File: config.mk
export PLATFORM = sky130hd
export DESIGN_NAME = veclen_cfg_unit
export DESIGN_NICKNAME = d
export VERILOG_FILES = /design/src/rtl/vcfg_pkg.sv /design/src/rtl/vcfg_bank_count.sv /design/src/rtl/vcfg_restoring_div.sv /design/src/rtl/vcfg_vlmax_limit.sv /design/src/rtl/veclen_cfg_unit.sv
export SDC_FILE = /design/constraint.sdc
export NUM_CORES = 1
export LEC_CHECK = 0
export ABC_AREA = 1
export BUFFER_PORTS_ARGS = -buffer_cell sky130_fd_sc_hd__buf_2
export CORE_ASPECT_RATIO = 0.7
export CORE_MARGIN = 1.5
export CORE_UTILIZATION = 40
export CTS_CLUSTER_DIAMETER = 50
export DETAILED_ROUTE_END_ITERATION = 8
export PLACE_DENSITY = 0.64
export SLEW_MARGIN = 20
export SYNTH_ARGS = -nofsm -noshare
export SYNTH_HDL_FRONTEND = slang
export SYNTH_SLANG_ARGS = --single-unit
File: constraint.sdc
create_clock -name clk -period 4.2 [get_ports clk]
set_clock_uncertainty 0.15 [all_clocks]
set_input_delay 0.42 -clock clk [delete_from_list [all_inputs] [get_ports clk]]
set_output_delay 0.42 -clock clk [all_outputs]
set_load 0.01 [all_outputs]
File: src/rtl/vcfg_pkg.sv
// Package: shared helpers for the vector length configuration unit.
// Assumes all arguments are small non-negative integers.
package vcfg_pkg;

    // Reference length formula, used only to form constant reset values.
    function automatic int vlmax_f(input int rpb, input int sum, input int nb, input int lim);
        int q;
        int v;
        q = (sum < 2) ? rpb : rpb / (sum - 1);
        v = q * nb;
        return (v > lim) ? lim : v;
    endfunction

endpackage

File: src/rtl/vcfg_bank_count.sv
// Module: counts the set bits of the bank mask.
// Assumes CW can hold the value BANKS.
module vcfg_bank_count #(
    parameter int BANKS = 8,
    parameter int CW    = 4
) (
    input  logic [BANKS-1:0] mask,
    output logic [CW-1:0]    count
);

    // Sum the mask bits.
    always_comb begin
        count = '0;
        for (int i = 0; i < BANKS; i++) begin
            count = count + CW'(mask[i]);
        end
    end

endmodule

File: src/rtl/vcfg_restoring_div.sv
// Module: unsigned restoring divider that produces one quotient bit per cycle.
// After start it takes DW cycles, then pulses done for one cycle with the
// quotient held. A start while running discards the old operands.
// Assumes the divisor is nonzero.
module vcfg_restoring_div #(
    parameter int DW  = 9,
    parameter int DVW = 7
) (
    input  logic           clk,
    input  logic           rst_n,
    input  logic           start,
    input  logic [DW-1:0]  dividend,
    input  logic [DVW-1:0] divisor,
    output logic           done,
    output logic [DW-1:0]  quotient
);

    localparam int CW = $clog2(DW + 1);

    logic [DVW-1:0] rem_q;
    logic [DVW-1:0] dsr_q;
    logic [DW-1:0]  quo_q;
    logic [CW-1:0]  cnt_q;
    logic           run_q;
    logic           done_q;
    logic [DVW:0]   shifted;
    logic           take;
    logic [DVW:0]   diff;

    // One restoring step: shift in the next dividend bit and trial-subtract.
    always_comb begin
        shifted = {rem_q, quo_q[DW-1]};
        take    = shifted >= {1'b0, dsr_q};
        diff    = shifted - {1'b0, dsr_q};
    end

    // Iteration state, step counter and completion pulse.
    always_ff @(posedge clk) begin
        if (!rst_n) begin
            rem_q  <= '0;
            dsr_q  <= '0;
            quo_q  <= '0;
            cnt_q  <= '0;
            run_q  <= 1'b0;
            done_q <= 1'b0;
        end else begin
            done_q <= 1'b0;
            if (start) begin
                rem_q <= '0;
                dsr_q <= divisor;
                quo_q <= dividend;
                cnt_q <= CW'(DW);
                run_q <= 1'b1;
            end else if (run_q) begin
                rem_q <= take ? diff[DVW-1:0] : shifted[DVW-1:0];
                quo_q <= {quo_q[DW-2:0], take};
                cnt_q <= cnt_q - 1'b1;
                if (cnt_q == CW'(1)) begin
                    run_q  <= 1'b0;
                    done_q <= 1'b1;
                end
            end
        end
    end

    assign done     = done_q;
    assign quotient = quo_q;

endmodule

File: src/rtl/vcfg_vlmax_limit.sv
// Module: scales the per-bank quotient by the bank count and caps it at
// MAX_ELEMS. Purely combinational.
module vcfg_vlmax_limit #(
    parameter int DW        = 9,
    parameter int CW        = 4,
    parameter int VW        = 6,
    parameter int MAX_ELEMS = 32
) (
    input  logic [DW-1:0] quot,
    input  logic [CW-1:0] nbanks,
    output logic [VW-1:0] vlmax_next
);

    localparam int PW = DW + CW;

    logic [PW-1:0] prod;

    // Multiply, then clamp to the element limit.
    always_comb begin
        prod       = PW'(quot) * PW'(nbanks);
        vlmax_next = (prod > PW'(MAX_ELEMS)) ? VW'(MAX_ELEMS) : prod[VW-1:0];
    end

endmodule

File: src/rtl/veclen_cfg_unit.sv
// Module: vector length configuration unit (top).
// A configuration write caps the use counts, counts the active banks and
// starts the divider. When the divider finishes, vlmax is updated and busy
// clears. A set-length request is granted only when busy is low.
// Assumes LEN_W >= VW.
module veclen_cfg_unit #(
    parameter int BANKS         = 8,
    parameter int REGS_PER_BANK = 256,
    parameter int MAX_ELEMS     = 32,
    parameter int MAX_USE       = 32,
    parameter int USE_W         = 8,
    parameter int LEN_W         = 16,
    parameter int VW            = $clog2(MAX_ELEMS + 1)
) (
    input  logic             clk,
    input  logic             rst_n,
    input  logic             cfg_we,
    input  logic [BANKS-1:0] cfg_bank_mask,
    input  logic [USE_W-1:0] cfg_int_use,
    input  logic [USE_W-1:0] cfg_fp_use,
    input  logic             req_valid,
    input  logic [LEN_W-1:0] req_len,
    output logic             busy,
    output logic [VW-1:0]    vlmax,
    output logic [VW-1:0]    vl
);

    localparam int DW        = $clog2(REGS_PER_BANK + 1);
    localparam int CW        = $clog2(BANKS + 1);
    localparam int UW        = $clog2(MAX_USE + 1);
    localparam int SUMW      = $clog2(2 * MAX_USE + 1);
    localparam int RST_VLMAX = vcfg_pkg::vlmax_f(REGS_PER_BANK, 2 * MAX_USE, BANKS, MAX_ELEMS);

    logic [UW-1:0]   int_sat;
    logic [UW-1:0]   fp_sat;
    logic [SUMW-1:0] use_sum;
    logic [SUMW-1:0] divisor;
    logic [CW-1:0]   bank_cnt;
    logic [CW-1:0]   banks_q;
    logic            div_done;
    logic [DW-1:0]   quot;
    logic [VW-1:0]   vlmax_next;
    logic [VW-1:0]   grant;
    logic            busy_q;
    logic [VW-1:0]   vlmax_q;
    logic [VW-1:0]   vl_q;

    // Cap the incoming use counts and form the divisor.
    // A sum below 2 divides by one.
    always_comb begin
        int_sat = (cfg_int_use > USE_W'(MAX_USE)) ? UW'(MAX_USE) : cfg_int_use[UW-1:0];
        fp_sat  = (cfg_fp_use  > USE_W'(MAX_USE)) ? UW'(MAX_USE) : cfg_fp_use[UW-1:0];
        use_sum = SUMW'(int_sat) + SUMW'(fp_sat);
        divisor = (use_sum < SUMW'(2)) ? SUMW'(1) : use_sum - SUMW'(1);
    end

    vcfg_bank_count #(.BANKS(BANKS), .CW(CW)) u_bank_count (
        .mask  (cfg_bank_mask),
        .count (bank_cnt)
    );

    vcfg_restoring_div #(.DW(DW), .DVW(SUMW)) u_div (
        .clk      (clk),
        .rst_n    (rst_n),
        .start    (cfg_we),
        .dividend (DW'(REGS_PER_BANK)),
        .divisor  (divisor),
        .done     (div_done),
        .quotient (quot)
    );

    vcfg_vlmax_limit #(.DW(DW), .CW(CW), .VW(VW), .MAX_ELEMS(MAX_ELEMS)) u_limit (
        .quot       (quot),
        .nbanks     (banks_q),
        .vlmax_next (vlmax_next)
    );

    // Grant the smaller of the request and the current maximum.
    always_comb begin
        grant = (LEN_W'(vlmax_q) <= req_len) ? vlmax_q : req_len[VW-1:0];
    end

    // Configuration, busy tracking, vlmax update and grant capture.
    always_ff @(posedge clk) begin
        if (!rst_n) begin
            busy_q  <= 1'b0;
            banks_q <= CW'(BANKS);
            vlmax_q <= VW'(RST_VLMAX);
            vl_q    <= '0;
        end else begin
            if (cfg_we) begin
                busy_q  <= 1'b1;
                banks_q <= bank_cnt;
            end else if (busy_q && div_done) begin
                busy_q  <= 1'b0;
                vlmax_q <= vlmax_next;
            end
            if (req_valid && !busy_q) begin
                vl_q <= grant;
            end
        end
    end

    assign busy  = busy_q;
    assign vlmax = vlmax_q;
    assign vl    = vl_q;

endmodule

## Word-level counts from Yosys, hierarchy flattened

Index checks and enable logic that the tools add are counted.

| cells by class | value |
|---|---|
| multipliers | 1 |
| mux-type cells | 16 |
| bitwise gates (word level) | 3 |
| reductions and logical operators | 8 |
| $lt $le $gt $ge | 6 |
| equal/unequal tests | 1 |
| add/sub/neg operators | 11 |

Operators with widths:

| operator | number |
|---|---|
| $add A4 B1 Y4 | 6 |
| $mux W6 | 4 |
| $mux W9 | 2 |
| $gt A8 B6 Y1 const B | 2 |
| $le A6 B16 Y1 | 1 |
| $mux W7 | 2 |
| $gt A13 B6 Y1 const B | 1 |
| $mul A9 B4 Y13 | 1 |
| $ge A8 B7 Y1 | 1 |
| $mux W4 | 2 |
| $add A6 B6 Y7 | 1 |
| $lt A7 B2 Y1 const B | 1 |
| $sub A7 B1 Y7 const B | 1 |
| $sub A7 B7 Y7 | 1 |
| $mux W1 | 6 |
| $eq A4 B1 Y1 const B | 1 |
| $reduce_bool A2 Y1 | 2 |
| $sub A4 B1 Y4 const B | 1 |
| $not A1 Y1 | 3 |
| $reduce_or A3 Y1 | 1 |
| $add A1 B1 Y2 | 1 |
| $logic_and A1 B1 Y1 | 2 |
| $reduce_and A2 Y1 | 1 |
| $reduce_or A2 Y1 | 1 |
| $logic_not A1 Y1 | 1 |

| storage, ports and cells | value |
|---|---|
| logic and storage cells | 58 |
| register bits | 46 |
| bits of input ports | 44 |
| output and inout bits | 13 |

## Longest topological paths before layout

| depth | value |
|---|---|
| depth after elaboration | 7 |
| depth in mapped cells | 21 |
| gate-level depth less buffers | 20 |

## Hierarchy

From an unflattened synthesis, not the netlist that was laid out.

| unflattened totals | value |
|---|---|
| cell total of the unflattened synthesis | 765 |
| area, all modules | 4780.8 um^2 |

By module, submodules not included:

| module | times used | cells each | sequential area each (um^2) | area an instance (um^2) |
|---|---|---|---|---|
| vcfg_restoring_div | 1 | 224 | 580.6 | 1604.0 |
| veclen_cfg_unit | 1 | 265 | 340.3 | 1564.0 |
| vcfg_vlmax_limit | 1 | 247 | 0.0 | 1411.4 |
| vcfg_bank_count | 1 | 29 | 0.0 | 201.4 |

## Worst setup path after synthesis

No wires, ideal clock.

| timing | value |
|---|---|
| path kind | register -> register |
| start | register banks_q[3] |
| end | register vlmax_q[5], in the netlist vlmax[5] |
| arrival time | 3044 ps |
| setup time | 115 ps |
| period minus slack after synthesis | 3309 ps |
| setup slack | 891 ps |
| buffers on the path | 1 |
| stages on the path, launching flop included | 17 |
| data required time | 3935 ps |
| path through | dfxtp_1 > clkbuf_1 > nand2_1 > fa_1 > fa_1 > inv_1 > fa_1 > xnor2_1 > nand2_1 > nand3_2 > nand2_2 > nor2_2 > nand2_2 > nor2_4 > nand3_1 > nand2_1 > nand2_1 |

| on the way | value |
|---|---|
| word-level cells in the longest chain between the ends | 3 |

RTL lines:

| what | RTL line | RTL |
|---|---|---|
| start, declared | veclen_cfg_unit.sv:39 | `logic [CW-1:0] banks_q;` |
| start signal, assigned | veclen_cfg_unit.sv:87 | `banks_q <= CW'(BANKS);` |
| start signal, assigned | veclen_cfg_unit.sv:93 | `banks_q <= bank_cnt;` |
| $mul A9 B4 Y13 (*) | vcfg_vlmax_limit.sv:20 | `prod = PW'(quot) * PW'(nbanks);` |
| $gt A13 B6 Y1 | vcfg_vlmax_limit.sv:21 | `vlmax_next = (prod > PW'(MAX_ELEMS)) ? VW'(MAX_ELEMS) : prod[VW-1:0];` |
| $mux W6 (*) | vcfg_vlmax_limit.sv:21 |  |
| end signal, assigned | veclen_cfg_unit.sv:88 | `vlmax_q <= VW'(RST_VLMAX);` |
| end signal, assigned | veclen_cfg_unit.sv:96 | `vlmax_q <= vlmax_next;` |
| end, declared | veclen_cfg_unit.sv:45 | `logic [VW-1:0] vlmax_q;` |

Every way passes the cells marked *; elsewhere a longest branch is shown, timed or not.
A chain may end at the register's enable or synchronous reset.

## Final worst setup path

Ends and elaborated chain as after synthesis.

==> results by group <==
Status
  • Status: finished clean

Synthesis
  • Ys flop type: dfxtp_1
  • Synth top area share: 21.79%
  • Synth top area cells: dfxtp_1 (22%), nand2_1 (14%), ha_1 (12%), inv_1 (12%), fa_1 (9.5%)
  • Flop and latch count out of synthesis: 46
  • Mapped Nets: 739
  • Async S/R FF share, synth: 0%
  • Syn Area/Cell: 6.677 um^2
  • Commonest cells post-synth: nand2_1 (155), inv_1 (131), nor2_1 (47), dfxtp_1 (46), a21oi_1 (43)
  • Seq/Total Area, Yosys: 21.79%
  • Count leader, synth: nand2_1
  • Synth area leader: dfxtp_1
  • Library cells used by synthesis: 40
  • Yosys warns: 0
  • Post-synth EDFFs: 0
  • Cell Area, Synth: 4227 um^2
  • Syn Inst Count: 633

Drt
  • WL final: 9.520 mm
  • DR DRC count: 0
  • WL/cell: 11.62 um
  • ANT nets after route: 0
  • DR pass1 iterations: 5
  • DRT iter0 DRCs: 195
  • Vias after detailed routing: 3907
  • Via density: 4.770

Power and ir drop
  • Pwr Total: 1233 uW
  • Leak pwr: 0.002649 uW
  • Power Dens Cells: 258.0 nW/um^2
  • Maximum VDD drop: 0.0001569 V

STA
  • RSZ-0062 raised after global routing: no
  • Final Hold Slack: 0.3003 ns
  • Fin. Hold Viols: 0
  • Minimum clock period: 3.528 ns
  • Slew @ Worst Pin: 0.4898 ns
  • Final period utilization: 84.01%
  • Final Max Slew Viols: 0
  • Max-slew headroom at the worst pin: 67.14%
  • Post-route setup TNS: 0 ns
  • Setup violators final: 0
  • Fmax: 0.2834 GHz

Clock network
  • CTS Buffer Depth: 2
  • Cts hold-fix bufs: 0
  • CTS buffer count: 5
  • Post-CTS sizing: 0
  • CTS root buf: clkbuf_16
  • Clock slew at reported path FFs: 0.07 ns
  • Clk sinks: 46
  • Htree depth: 2
  • Clk_lat worst skew: 0.29 ns
  • CTS tree: built
  • Post-CTS setup buffers: 0

Die
  • Die Y: 89.01 um
  • Initial Utilization: 40.97%
  • IO Pins: 57
  • Die Wd: 125.9 um
  • Num rows: 31
  • Core area: 10320 um^2
  • Die area: 11200 um^2

Finish
  • Layout area overhead: 13.11%
  • Layout cell share with drive strength beyond 1: 14.12%
  • ANT cells: 0
  • Post-route cell area: 4781 um^2
  • Core Util, Final: 46.34%
  • Layout net count: 792

Global routing
  • Pin count of the biggest net entering global routing: 20
  • Number of global-route vias before repair: 3687
  • First-pass GRT wire length: 16.51 mm
  • Global route total overflow: 0
  • Antenna violations before repair: 0
  • GRT Util Overall: 18.00%

Placement
  • Placed wire-length estimate: 7.784 mm
  • IO buf count: 56
  • GP Congestion: 0.8554
  • Post-placement cell area: 4637 um^2

Setup path
  • Critical Path End Type: register
  • Worst R2R Path Depth: 15
  • Startpoint types: register
  • Worst EP required: 4.24 ns
  • Worst-path fanout max: 10
  • Setup CP Type: register to register
  • CP arrival: 3.56 ns

Min path
  • Hold Crit Class: input pin to register
  • Worst Hold Path Cells: 3

Run
  • Max-cap viol count: 0
==> worst max-delay path: stages (launching register included) <==
cell     delay, ns
dfxtp_1       0.54
nand2_1       0.13
fa_1          0.52
fa_1          0.55
inv_1         0.07
fa_1          0.49
xnor2_1       0.25
nand2_1       0.10
nand3_2       0.08
nand2_2       0.05
nor2_2        0.08
nand2_2       0.07
nor2_4        0.14
nand3_1       0.10
nand2_1       0.06
nand2_1       0.05
==> through the flow <==
| step | setup WS, ns | instances |
|---|---|---|
| after floorplan | 0.8910 | 633 |
| final | 0.6715 | 819 |
| after global placement | 0.8340 | 811 |
| after global routing | 0.4472 | 819 |
| after detailed placement | 0.7472 | 811 |
| after CTS | 0.6674 | 819 |
==> logic make-up after synthesis <==
kind of cell	count (synthesis)	share of synthesized area [%]
AOI/OAI and AO/OA	85	11.78
xor gates and xnor gates	11	2.279
adders and majority gates	62	21.91
buffers and inverters	148	13.17
DFF	46	21.79
and+or+nand+nor	281	29.07
==> power breakdown <==
group          internal [uW]  switching, uW
Combinational            134            213
Clock                    221            175
Sequential               460           29.2
Total                    815            418
==> layout by cell type, fill, tap and decap left out, drive strengths merged, types with 4 or more instances in the layout <==
cell and n:
ha 42, o22ai 4, nand3b 4, fa 20, o21ai 17, clkbuf 5
dfxtp 46, xnor2 5, inv 137, a21oi 45, o211ai 5, nand3 45
nor2 54, nand4 8, nand2 165, buf 57, xor2 6
==> area by class of cell <==
cell class / count / area [um^2]
inverters: 137 / 514.2
multi-input cells: 439 / 2749
fillers: 1061 / 5537
repair buffers: 57 / 287.8
flip-flops and latches: 46 / 920.9
clock buffers: 5 / 125.1
well taps: 132 / 165.2
clock inverters: 3 / 18.77
==> path summary, 6_finish.rpt <==
path,from,to,slack (ns)
worst max-delay path,banks_q[3]$_SDFFE_PN1P_,vlmax[5]$_SDFFE_PN1P_,0.67
worst min-delay path,rst_n,u_div.cnt_q[0]$_SDFFE_PN0P_,0.30
worst max register to register,banks_q[3]$_SDFFE_PN1P_,vlmax[5]$_SDFFE_PN1P_,0.67
worst min register to register,vl[1]$_SDFFE_PN0P_,vl[1]$_SDFFE_PN0P_,0.32
==> state kept, by name, summed over array words and instances (netlist names) <==
name / count
banks_q: 4
vlmax: 6
u_div.done: 1
u_div.run_q: 1
u_div.quotient: 9
u_div.cnt_q: 4
busy: 1
u_div.rem_q: 7
u_div.dsr_q: 7
vl: 6
==> metal layers <==
metal / share of wire (%) / global-route usage (%) / routed length [um]
met5: 0 / 0 / 0
met4: 0.43 / 3.762 / 41
met3: 3.7 / 2.454 / 354
met2: 41 / 29.07 / 3949
met1: 54 / 25.97 / 5175
Note: power is estimated with default switching activity, not from simulation.
